--- src/rtl/mbs_pkg.sv ---
package mbs_pkg;

    // Per-group exclusivity rule, 2-bit field per group.
    typedef enum logic [1:0] {
        CHK_OFF      = 2'b00,
        CHK_AT_MOST  = 2'b01,
        CHK_AT_LEAST = 2'b10,
        CHK_EXACT    = 2'b11
    } chk_mode_e;

    // Violation tracker states.
    typedef enum logic {
        TRK_CLEAN   = 1'b0,
        TRK_LATCHED = 1'b1
    } trk_state_e;

endpackage

--- src/rtl/mbs_group_or.sv ---
module mbs_group_or #(
    parameter int DATA_W   = 64,
    parameter int GRP_SIZE = 3
) (
    input  logic [GRP_SIZE-1:0]        en,
    input  logic [GRP_SIZE*DATA_W-1:0] data,
    output logic [DATA_W-1:0]          word,
    output logic                       any
);

    logic [DATA_W-1:0] gated [GRP_SIZE];

    // Each member masks its own word; no member outranks another.
    for (genvar i = 0; i < GRP_SIZE; i++) begin : g_gate
        assign gated[i] = data[i*DATA_W +: DATA_W] & {DATA_W{en[i]}};
    end

    always_comb begin
        word = '0;
        for (int i = 0; i < GRP_SIZE; i++) begin
            word = word | gated[i];
        end
    end

    assign any = |en;

endmodule

--- src/rtl/mbs_group_chk.sv ---
module mbs_group_chk
    import mbs_pkg::*;
#(
    parameter int GRP_SIZE = 3
) (
    input  logic                clk,
    input  logic                rst,
    input  logic [GRP_SIZE-1:0] en,
    input  logic                chk_en,
    input  logic [1:0]          mode,
    output logic                viol_now,
    output logic                viol_sticky
);

    localparam int CNT_W = $clog2(GRP_SIZE + 1);

    logic [CNT_W-1:0] hot_cnt;
    logic             too_many;
    logic             none_hot;
    chk_mode_e        rule;
    trk_state_e       state_q, state_d;

    always_comb begin
        hot_cnt = '0;
        for (int i = 0; i < GRP_SIZE; i++) begin
            hot_cnt = hot_cnt + CNT_W'(en[i]);
        end
    end

    assign too_many = (hot_cnt > CNT_W'(1));
    assign none_hot = (hot_cnt == '0);
    assign rule     = chk_mode_e'(mode);

    always_comb begin
        viol_now = 1'b0;
        if (chk_en) begin
            unique case (rule)
                CHK_OFF:      viol_now = 1'b0;
                CHK_AT_MOST:  viol_now = too_many;
                CHK_AT_LEAST: viol_now = none_hot;
                CHK_EXACT:    viol_now = too_many | none_hot;
                default:      viol_now = 1'b0;
            endcase
        end
    end

    // Tracker state register.
    always_ff @(posedge clk or posedge rst) begin
        if (rst) begin
            state_q <= TRK_CLEAN;
        end else begin
            state_q <= state_d;
        end
    end

    // Tracker transitions: CLEAN -> LATCHED on violation, LATCHED holds.
    always_comb begin
        state_d = state_q;
        unique case (state_q)
            TRK_CLEAN:   state_d = viol_now ? TRK_LATCHED : TRK_CLEAN;
            TRK_LATCHED: state_d = TRK_LATCHED;
            default:     state_d = TRK_CLEAN;
        endcase
    end

    // Tracker outputs.
    always_comb begin
        unique case (state_q)
            TRK_CLEAN:   viol_sticky = 1'b0;
            TRK_LATCHED: viol_sticky = 1'b1;
            default:     viol_sticky = 1'b0;
        endcase
    end

endmodule

--- src/rtl/mbs_bus_sel.sv ---
module mbs_bus_sel #(
    parameter int DATA_W   = 64,
    parameter int GRP_SIZE = 3,
    parameter int NUM_GRP  = 2
) (
    input  logic                                 clk,
    input  logic                                 rst,
    input  logic [NUM_GRP*GRP_SIZE-1:0]          src_en,
    input  logic [NUM_GRP*GRP_SIZE*DATA_W-1:0]   src_data,
    input  logic                                 chk_en,
    input  logic [2*NUM_GRP-1:0]                 chk_mode,
    output logic [DATA_W-1:0]                    bus_q,
    output logic [NUM_GRP-1:0]                   viol_now,
    output logic [NUM_GRP-1:0]                   viol_sticky
);

    localparam int GRP_BITS = GRP_SIZE * DATA_W;

    logic [DATA_W-1:0] grp_word [NUM_GRP];
    logic [NUM_GRP-1:0] grp_any;
    logic [DATA_W-1:0] bus_d;
    logic              load;

    for (genvar g = 0; g < NUM_GRP; g++) begin : g_grp
        mbs_group_or #(
            .DATA_W   (DATA_W),
            .GRP_SIZE (GRP_SIZE)
        ) u_or (
            .en   (src_en[g*GRP_SIZE +: GRP_SIZE]),
            .data (src_data[g*GRP_BITS +: GRP_BITS]),
            .word (grp_word[g]),
            .any  (grp_any[g])
        );

        mbs_group_chk #(
            .GRP_SIZE (GRP_SIZE)
        ) u_chk (
            .clk         (clk),
            .rst         (rst),
            .en          (src_en[g*GRP_SIZE +: GRP_SIZE]),
            .chk_en      (chk_en),
            .mode        (chk_mode[2*g +: 2]),
            .viol_now    (viol_now[g]),
            .viol_sticky (viol_sticky[g])
        );
    end

    // Group precedence: scan from the last group down so the lowest active wins.
    always_comb begin
        bus_d = '0;
        for (int g = NUM_GRP - 1; g >= 0; g--) begin
            if (grp_any[g]) begin
                bus_d = grp_word[g];
            end
        end
    end

    assign load = |grp_any;

    always_ff @(posedge clk or posedge rst) begin
        if (rst) begin
            bus_q <= '0;
        end else if (load) begin
            bus_q <= bus_d;
        end
    end

endmodule

--- config.mk ---
export PLATFORM = sky130hd
export DESIGN_NAME = mbs_bus_sel
export DESIGN_NICKNAME = d
export VERILOG_FILES = /design/src/rtl/mbs_pkg.sv /design/src/rtl/mbs_group_or.sv /design/src/rtl/mbs_group_chk.sv /design/src/rtl/mbs_bus_sel.sv
export SDC_FILE = /design/constraint.sdc
export NUM_CORES = 1
export LEC_CHECK = 0
export BUFFER_PORTS_ARGS = -buffer_cell sky130_fd_sc_hd__buf_2
export CELL_PAD_IN_SITES_DETAIL_PLACEMENT = 0
export CELL_PAD_IN_SITES_GLOBAL_PLACEMENT = 2
export CORE_MARGIN = 8
export CORE_UTILIZATION = 15
export DETAILED_ROUTE_END_ITERATION = 10
export PLACE_DENSITY_LB_ADDON = 0.1
export SYNTH_ARGS = -nofsm -noshare
export SYNTH_HDL_FRONTEND = slang
export SYNTH_SLANG_ARGS = --single-unit
--- constraint.sdc ---
create_clock -name clk -period 1.8 [get_ports clk]
set_input_delay 0.27 -clock clk [delete_from_list [all_inputs] [get_ports clk]]
set_output_delay 0.27 -clock clk [all_outputs]
set_load 0.1 [all_outputs]
---- After elaboration in Yosys (flattened, before gate mapping) ----
Cells that the tools add are included.
W data, S select, Z words.
word-level totals
  flip-flop bits (word level) ............. 66
  bits in latches ......................... 0
  RAM bits ................................ 0
  ROM bits ................................ 0
  bits of input ports ..................... 397
  output and inout port bits .............. 68
  word-level logic and storage cells ...... 48
  memories ................................ 0
cells by class
  add/sub/neg operators ................... 4
  multipliers ............................. 0
  div/mod/pow operators ................... 0
  $lt $le $gt $ge ......................... 2
  eq/ne operators ......................... 6
  shift operators ......................... 0
  muxes and demuxes ....................... 12
  bitwise operators ....................... 14
  reduce and logical (&&, ||, !) cells .... 7
operators with widths
  kind                  count
  $and A64 B64 Y64      6
  $or A64 B64 Y64       4
  $mux W64              2
  $eq A2 B2 Y1 const B  4
  $logic_not A2 Y1      4
  $pmux W1 S2           4
  $pmux W1 S4           2
  $reduce_or A3 Y1      2
  $reduce_or A6 Y1      1
  $add A1 B1 Y2         2
  $add A2 B1 Y2         2
  $eq A2 B1 Y1 const B  2
  $gt A2 B1 Y1 const B  2
  $mux W1               4
  $not A1 Y1            2
  $or A1 B1 Y1          2

---- Longest topological paths before layout ----
Gate-level depths: netlist (run 1).
  depth in word-level cells ............... 8
  mapped depth ............................ 5
  mapped depth without buffers ............ 4

---- Hierarchy ----
From an unflattened synthesis (run 1), not the netlist that was laid out.
unflattened totals
  cell total of the unflattened synthesis .. 590
  area total of the unflattened synthesis .. 5,258.8 µm²
by module, submodules not included
  module         instances  cells an instance  area each (µm²)  sequential area each (µm²)
  mbs_bus_sel    1          278                2,971.6          1,601.5
  mbs_group_or   2          150                1,063.5          0.0
  mbs_group_chk  2          6                  80.1             25.0

---- Worst setup path before layout (run 1) ----
OpenSTA, ideal clock, no wires.
  kind .................................... in2out
  start ................................... input src_en[0]
  end ..................................... output viol_now[0]
  arrival time ............................ 1.330 ns
  data required time ...................... 1.530 ns
  slack ................................... 0.200 ns
  cell stages on the path ................. 5
  buffers on the path ..................... 1
  cells stage by stage .................... fa_1 nor3b_1 a21oi_1 nor2_1 buf_4
between the ends
  word-level cells in the longest chain between the ends .. 6
  elaborated cells on any way between the ends .. 7
  those cells by class .................... add/sub (2); order compare (1); mux (2); bitwise (1); reduce/logical (1)
RTL lines
  item                                              RTL line                                  source
  from (decl)                                       mbs_bus_sel.sv:8                          input logic [NUM_GRP*GRP_SIZE-1:0] src_en,
  $add A1 B1 Y2 (*)                                 mbs_group_chk.sv:26                       hot_cnt = hot_cnt + CNT_W'(en[i]);
  $add A2 B1 Y2 (*)                                 mbs_group_chk.sv:26
  $gt A2 B1 Y1 or $logic_not A2 Y1 (tied branches)  mbs_group_chk.sv:30, mbs_group_chk.sv:31
  $or A1 B1 Y1                                      mbs_group_chk.sv:41                       CHK_EXACT: viol_now = too_many | none_hot;
  $pmux W1 S4 (*)                                   mbs_group_chk.sv:37                       unique case (rule)
  $mux W1 (*)                                       mbs_group_chk.sv:36                       if (chk_en) begin
  to (decl)                                         mbs_bus_sel.sv:13                         output logic [NUM_GRP-1:0] viol_now,
Every way passes the cells marked *; elsewhere a longest branch is shown, timed or not.

---- Final worst setup path (run 1) ----
Ends and elaborated chain as after synthesis.

==> results.cfg, run 1 <==
[finish]
syn2layout_area_growth_pct = 71.5
n_fill_cell = 3141
final_util_pct = 26.2
drive_above_1_share_pct = 60.3
final_cell_mix = buf_2, a222oi_1, dfrtp_1
register_area_mm2 = 0.00165
final_common_cell = buf_2
finalInstanceArea_mm2 = 0.00727
fin_cells = 1218
nets = 1234
multi_input_area_mm2 = 0.00222

[sta]
finalMaxSlewViolations = 0
finalSetupViolations = 0
hold_viol = 0
worst_slack_ps = 40.2
finClkSkew_ps = 0
period_share_pct = 97.8
setup-tns-final_ps = 0
hold_ws_ps = 21.4
worstMarginPinSlew_ps = 865
fmax_mhz = 568
relSlewSlack_pct = 42.3
min_period_ps = 1760

[route]
ant_nets = 0
drc_errors = 0
wl_mm = 30.0
vias_per_cell = 4.98
drtPass1Iterations = 8
first_iter_violations = 716
routedWlPerCell_um = 24.6
vias = 6064

[setup_path]
rr_worst_depth = 2
crit_chain = buf_2, fa_1, nor3b_2, a21oi_1, nor2_2, buf_12
worstPathRequired_ps = 1530
cp_top_family = adder cells
r2r_setup_slack_ps = 1080
cpPeakStageDelay_ps = 490
endpoint_kind = primary output
crit_slowest_cell = fa_1
path_max_fanout = 2
criticalPathCategory = in2out
reg2reg_to = bus_q[20]
r2r-start = bus_q[20]
path_buf_inv = 2
cp.arrival_ps = 1490
crit_path_start_kind = primary input

[yosys]
synth_top_family_by_area = compound AO/OA/AOI/OAI gates
syn_nets = 804
synth_top_area_share_pct = 39.0
synthMuxAreaShare_pct = 0
synth.area.top_cells = dfrtp_1, a222oi_1, o211ai_1
yosysTopAreaCell = dfrtp_1
synth_xor_area_share_pct = 0
yosys_warnings = 0
synth_compound_area_share_pct = 42.2
synthAdderAreaFrac_pct = 0.945
netlist_area_mm2 = 0.00424
synth_simple_gate_area_share_pct = 8.65
yosys_register_bits = 66
seq_area_frac_synth_pct = 39.0
syn_area_per_cell_um2 = 10.5
ys_types = 19
postSynthCellCount = 405

[clocking]
cts_made_buffers = 9
cts_setup_buffers = 0
postCtsHoldBufs = 0
cts.htree.levels = 3
clk_latency_ps = 330
cts.sinks = 66
root_buffer = clkbuf_16
ctsLongestPathBuffers = 2
clk_pin_slew_ps = 60
post_cts_resized = 0
cts_tree = done

[global_route]
grt_max_degree = 67
grt_pass1_vias = 6837
gr-total-overflow = 0
grt_pass1_wl_mm = 42.8
antenna_found_initial = 2
grt_usage_pct = 16.6

[power_and_ir_drop]
power.density_mw_per_mm2 = 820
ir_drop_uv = 368
p_leak_nw = 3.27
fin_total_pwr_mw = 5.96

[floorplan]
fp.dieArea_mm2 = 0.0339
core-area_mm2 = 0.0278
row_count = 61
die_h_um = 184
initial_core_util_pct = 15.2
ios = 465
die_x_um = 184

[hold_path]
min_path_type = in2async

[outcome]
status = completed

[job]
maxCapViolations = 0

[placed_design]
io_buffers = 464
dp_hpwl_mm = 23.6
dpl_cell_area_mm2 = 0.00695
dp_slack_ps = -136
dp.cells = 1202
gp_congestion = 0.888
-- power by group --
part | total (mW) | internal (mW) | switching [mW] | leakage (nW)
Combinational | 2.42 | 0.679 | 1.74 | 2.40
Clock | 1.84 | 1.18 | 0.664 | 0.152
Sequential | 1.70 | 1.62 | 0.0745 | 0.726
-- logic make-up after synthesis --
family	Yosys count
buf+inv	69
fa+ha+maj	2
simple gates	72
compound gates	196
flops	66
-- area by class of cell --
| cell class | count | area share (%) |
|---|---|---|
| Multi-Input combinational cell | 270 | 30.5 |
| Sequential cell | 66 | 22.7 |
| Antenna cell | 1 | 0.0344 |
| Timing Repair Buffer | 486 | 35.9 |
| Clock inverter | 2 | 0.482 |
| Tap cell | 378 | 6.51 |
| Inverter | 2 | 0.155 |
| Clock buffer | 13 | 3.72 |
-- routing by layer --
layer	wire length, um	track usage, %	up-vias
met5	12	0	-
met3	2960	5.93	21
met2	15700	31.1	367
met4	355	3.71	2
met1	11000	17.4	2946
li1	-	-	2728
-- how the worst max path moves through the flow --
stage                   start     endpoint  slack, ps  cells after the start
floorplan           src_en[0]  viol_now[0]        200                      5
global placement    src_en[0]    bus_q[33]        -80                      6
detailed placement  src_en[0]    bus_q[57]       -140                      6
CTS                 src_en[0]  viol_now[0]         10                      6
global route        src_en[0]  viol_now[0]        -20                      6
finish              src_en[0]  viol_now[0]         40                      6
-- tightest hold or removal path, stage by stage --
cell	delay, ps
buf_2	110
clkinvlp_4	60
buf_4	320
-- cell usage after synthesis --
cell type  count
a22oi_1        1
buf_4          9
buf_2         29
nand3_1       64
o21bai_1       2
a222oi_1     128
o211ai_1      64
clkbuf_1      21
nor3_2         1
buf_6          8
nor3b_1        1
nand2b_1       1
fa_1           2
dfrtp_1       66
or3_1          1
nor3_1         1
inv_1          2
a21oi_1        1
nor2_1         3
-- registers in the layout, indices dropped and copies added (netlist names) --
signal / count
bus_q: 64
g_grp.u_chk.state_q: 2
(Power assumes the default switching activity.)
==> inputs of run 2 (changes only) <==
Settings changed: REMOVE_ABC_BUFFERS set to 1.
==> run 2 against run 1 <==
Against the previous run: the run now ends with negative hold slack left; flip-flop and latch count is the same; worst hold slack lost 24 ps; maximum frequency shrank 0.46%; die area is the same; first-iteration DRC count shrank 8.4%; largest power group unchanged; highest routed layer is now met4.
==> results.cfg, run 2 (synthesis results as in run 1) <==
[outcome]
status = complete, but fails checks
violations = negative hold slack

[route]
vias = 5981
routedWlPerCell_um = 23.7
wl_mm = 28.8
drtPass1Iterations = 9
first_iter_violations = 656
drc_errors = 0
vias_per_cell = 4.92
ant_nets = 0

[finish]
n_fill_cell = 3144
nets = 1230
multi_input_area_mm2 = 0.00223
drive_above_1_share_pct = 60.4
final_cell_mix = buf_2, a222oi_1, dfrtp_1
regMostFlops = bus_q
final_common_cell = buf_2
final_util_pct = 26.0
register_area_mm2 = 0.00165
syn2layout_area_growth_pct = 70.2
largest_register_ffs = 64
reg.largest.list = bus_q: 64 flops, g_grp.u_chk.state_q: 2 flops

[floorplan]
ios = 465
core-area_mm2 = 0.0278
row_count = 61
die_x_um = 184
initial_core_util_pct = 15.2
die_h_um = 184
fp.dieArea_mm2 = 0.0339

[placed_design]
dp_hpwl_mm = 22.5
gp_congestion = 0.819
io_buffers = 464
dp_slack_ps = -212

[power_and_ir_drop]
power.density_mw_per_mm2 = 791
p_leak_nw = 3.24
ir_drop_uv = 336

[clocking]
ctsLongestPathBuffers = 2
root_buffer = clkbuf_16
clk_latency_ps = 320
post_cts_resized = 6
cts_tree = done
postCtsHoldBufs = 0
clk_pin_slew_ps = 60
cts_made_buffers = 9
cts.htree.levels = 3
cts_setup_buffers = 0
cts.sinks = 66

[setup_path]
endpoint_kind = primary output
crit_path_start_kind = primary input
r2r_setup_slack_ps = 1080
worstPathRequired_ps = 1530
reg2reg_to = bus_q[40]
rr_worst_depth = 2
criticalPathCategory = in2out
path_max_fanout = 2
critPathLaunch = src_en[0]
cp.arrival_ps = 1500
r2r-start = bus_q[40]

[sta]
min_period_ps = 1770
finClkSkew_ps = 0
worst_slack_ps = 32.0
fmax_mhz = 566
finalMaxSlewViolations = 0
worstMarginPinSlew_ps = 843
period_share_pct = 98.2
finalSetupViolations = 0
relSlewSlack_pct = 43.8
grt_setup_unrepaired = yes
hold_viol = 1
hold_ws_ps = -2.15

[global_route]
grt_pass1_wl_mm = 41.3
grt_max_degree = 67
antenna_found_initial = 5
grt_usage_pct = 16.0
gr-total-overflow = 0
grt_pass1_vias = 6726

[hold_path]
min_path_type = in2async

[job]
maxCapViolations = 0
-- run 2: changes by cell type in the layout (fill, tap and decap cells not counted) --
cell | previous run | this run
a22oi_2 | 0 | 1
clkinv_2 | 1 | 3
nor2_1 | 2 | 1
clkbuf_8 | 3 | 1
nor2_4 | 0 | 1
diode_2 | 1 | 3
fa_2 | 0 | 1
fa_1 | 2 | 1
a22oi_1 | 1 | 0
bufinv_16 | 1 | 0
buf_2 | 462 | 459
buf_12 | 9 | 8
buf_4 | 15 | 13
buf_6 | 0 | 2
-- run 2: worst max path at each step --
stage                     slack, ps     endpoint
after floorplan               -3490     bus_q[0]
after CTS                        10  viol_now[0]
after global placement         -200  viol_now[0]
final                            30  viol_now[0]
after detailed placement       -210    bus_q[34]
after global routing             -9  viol_now[0]
-- run 2: cell type report --
class / instances / area share (%)
diodes: 3 / 0.104
clock buffers: 11 / 3.37
clock inverters: 3 / 0.243
inverters: 2 / 0.121
multi-input cells: 270 / 31.0
flip-flops and latches: 66 / 22.9
well taps: 378 / 6.56
repair buffers: 482 / 35.7
-- run 2: metrics by stage --
stage | TNS [ps] | power [mW] | cells | cell area (um2) | hold WS, ps
final | 0 | 5.70 | 1215 | 7210 | -2.15
after global routing | -8.65 | 6.01 | 1215 | 7210 | 32.0
after CTS | 0 | 5.83 | 1212 | 7190 | 9.31
after detailed placement | -10500 | 4.16 | 1198 | 6910 | 383
after global placement | -6320 | 4.15 | 1198 | 6910 | 373
after floorplan | -230270 | 3.12 | 338 | 3850 | 424
-- run 2: power by group --
group / switching [mW] / internal [mW]
combinational: 1.74 / 0.675
sequential: 0.0732 / 1.62
clock: 0.644 / 0.949
total: 2.45 / 3.25
-- run 2: layer usage --
layer | up-vias | part of all wire [%] | global-route usage, %
li1 | 2719 | - | -
met1 | 2882 | 37 | 17.2
met2 | 363 | 52 | 29.6
met3 | 17 | 10 | 5.32
met4 | 0 | 1.1 | 3.90
met5 | - | 0 | 0
-- run 2: worst max-delay path: stages --
cell     delay (ps)
buf_6           100
fa_2            450
nor3b_2         160
a21oi_1          60
buf_4           160
nor2_4          100
buf_12          180
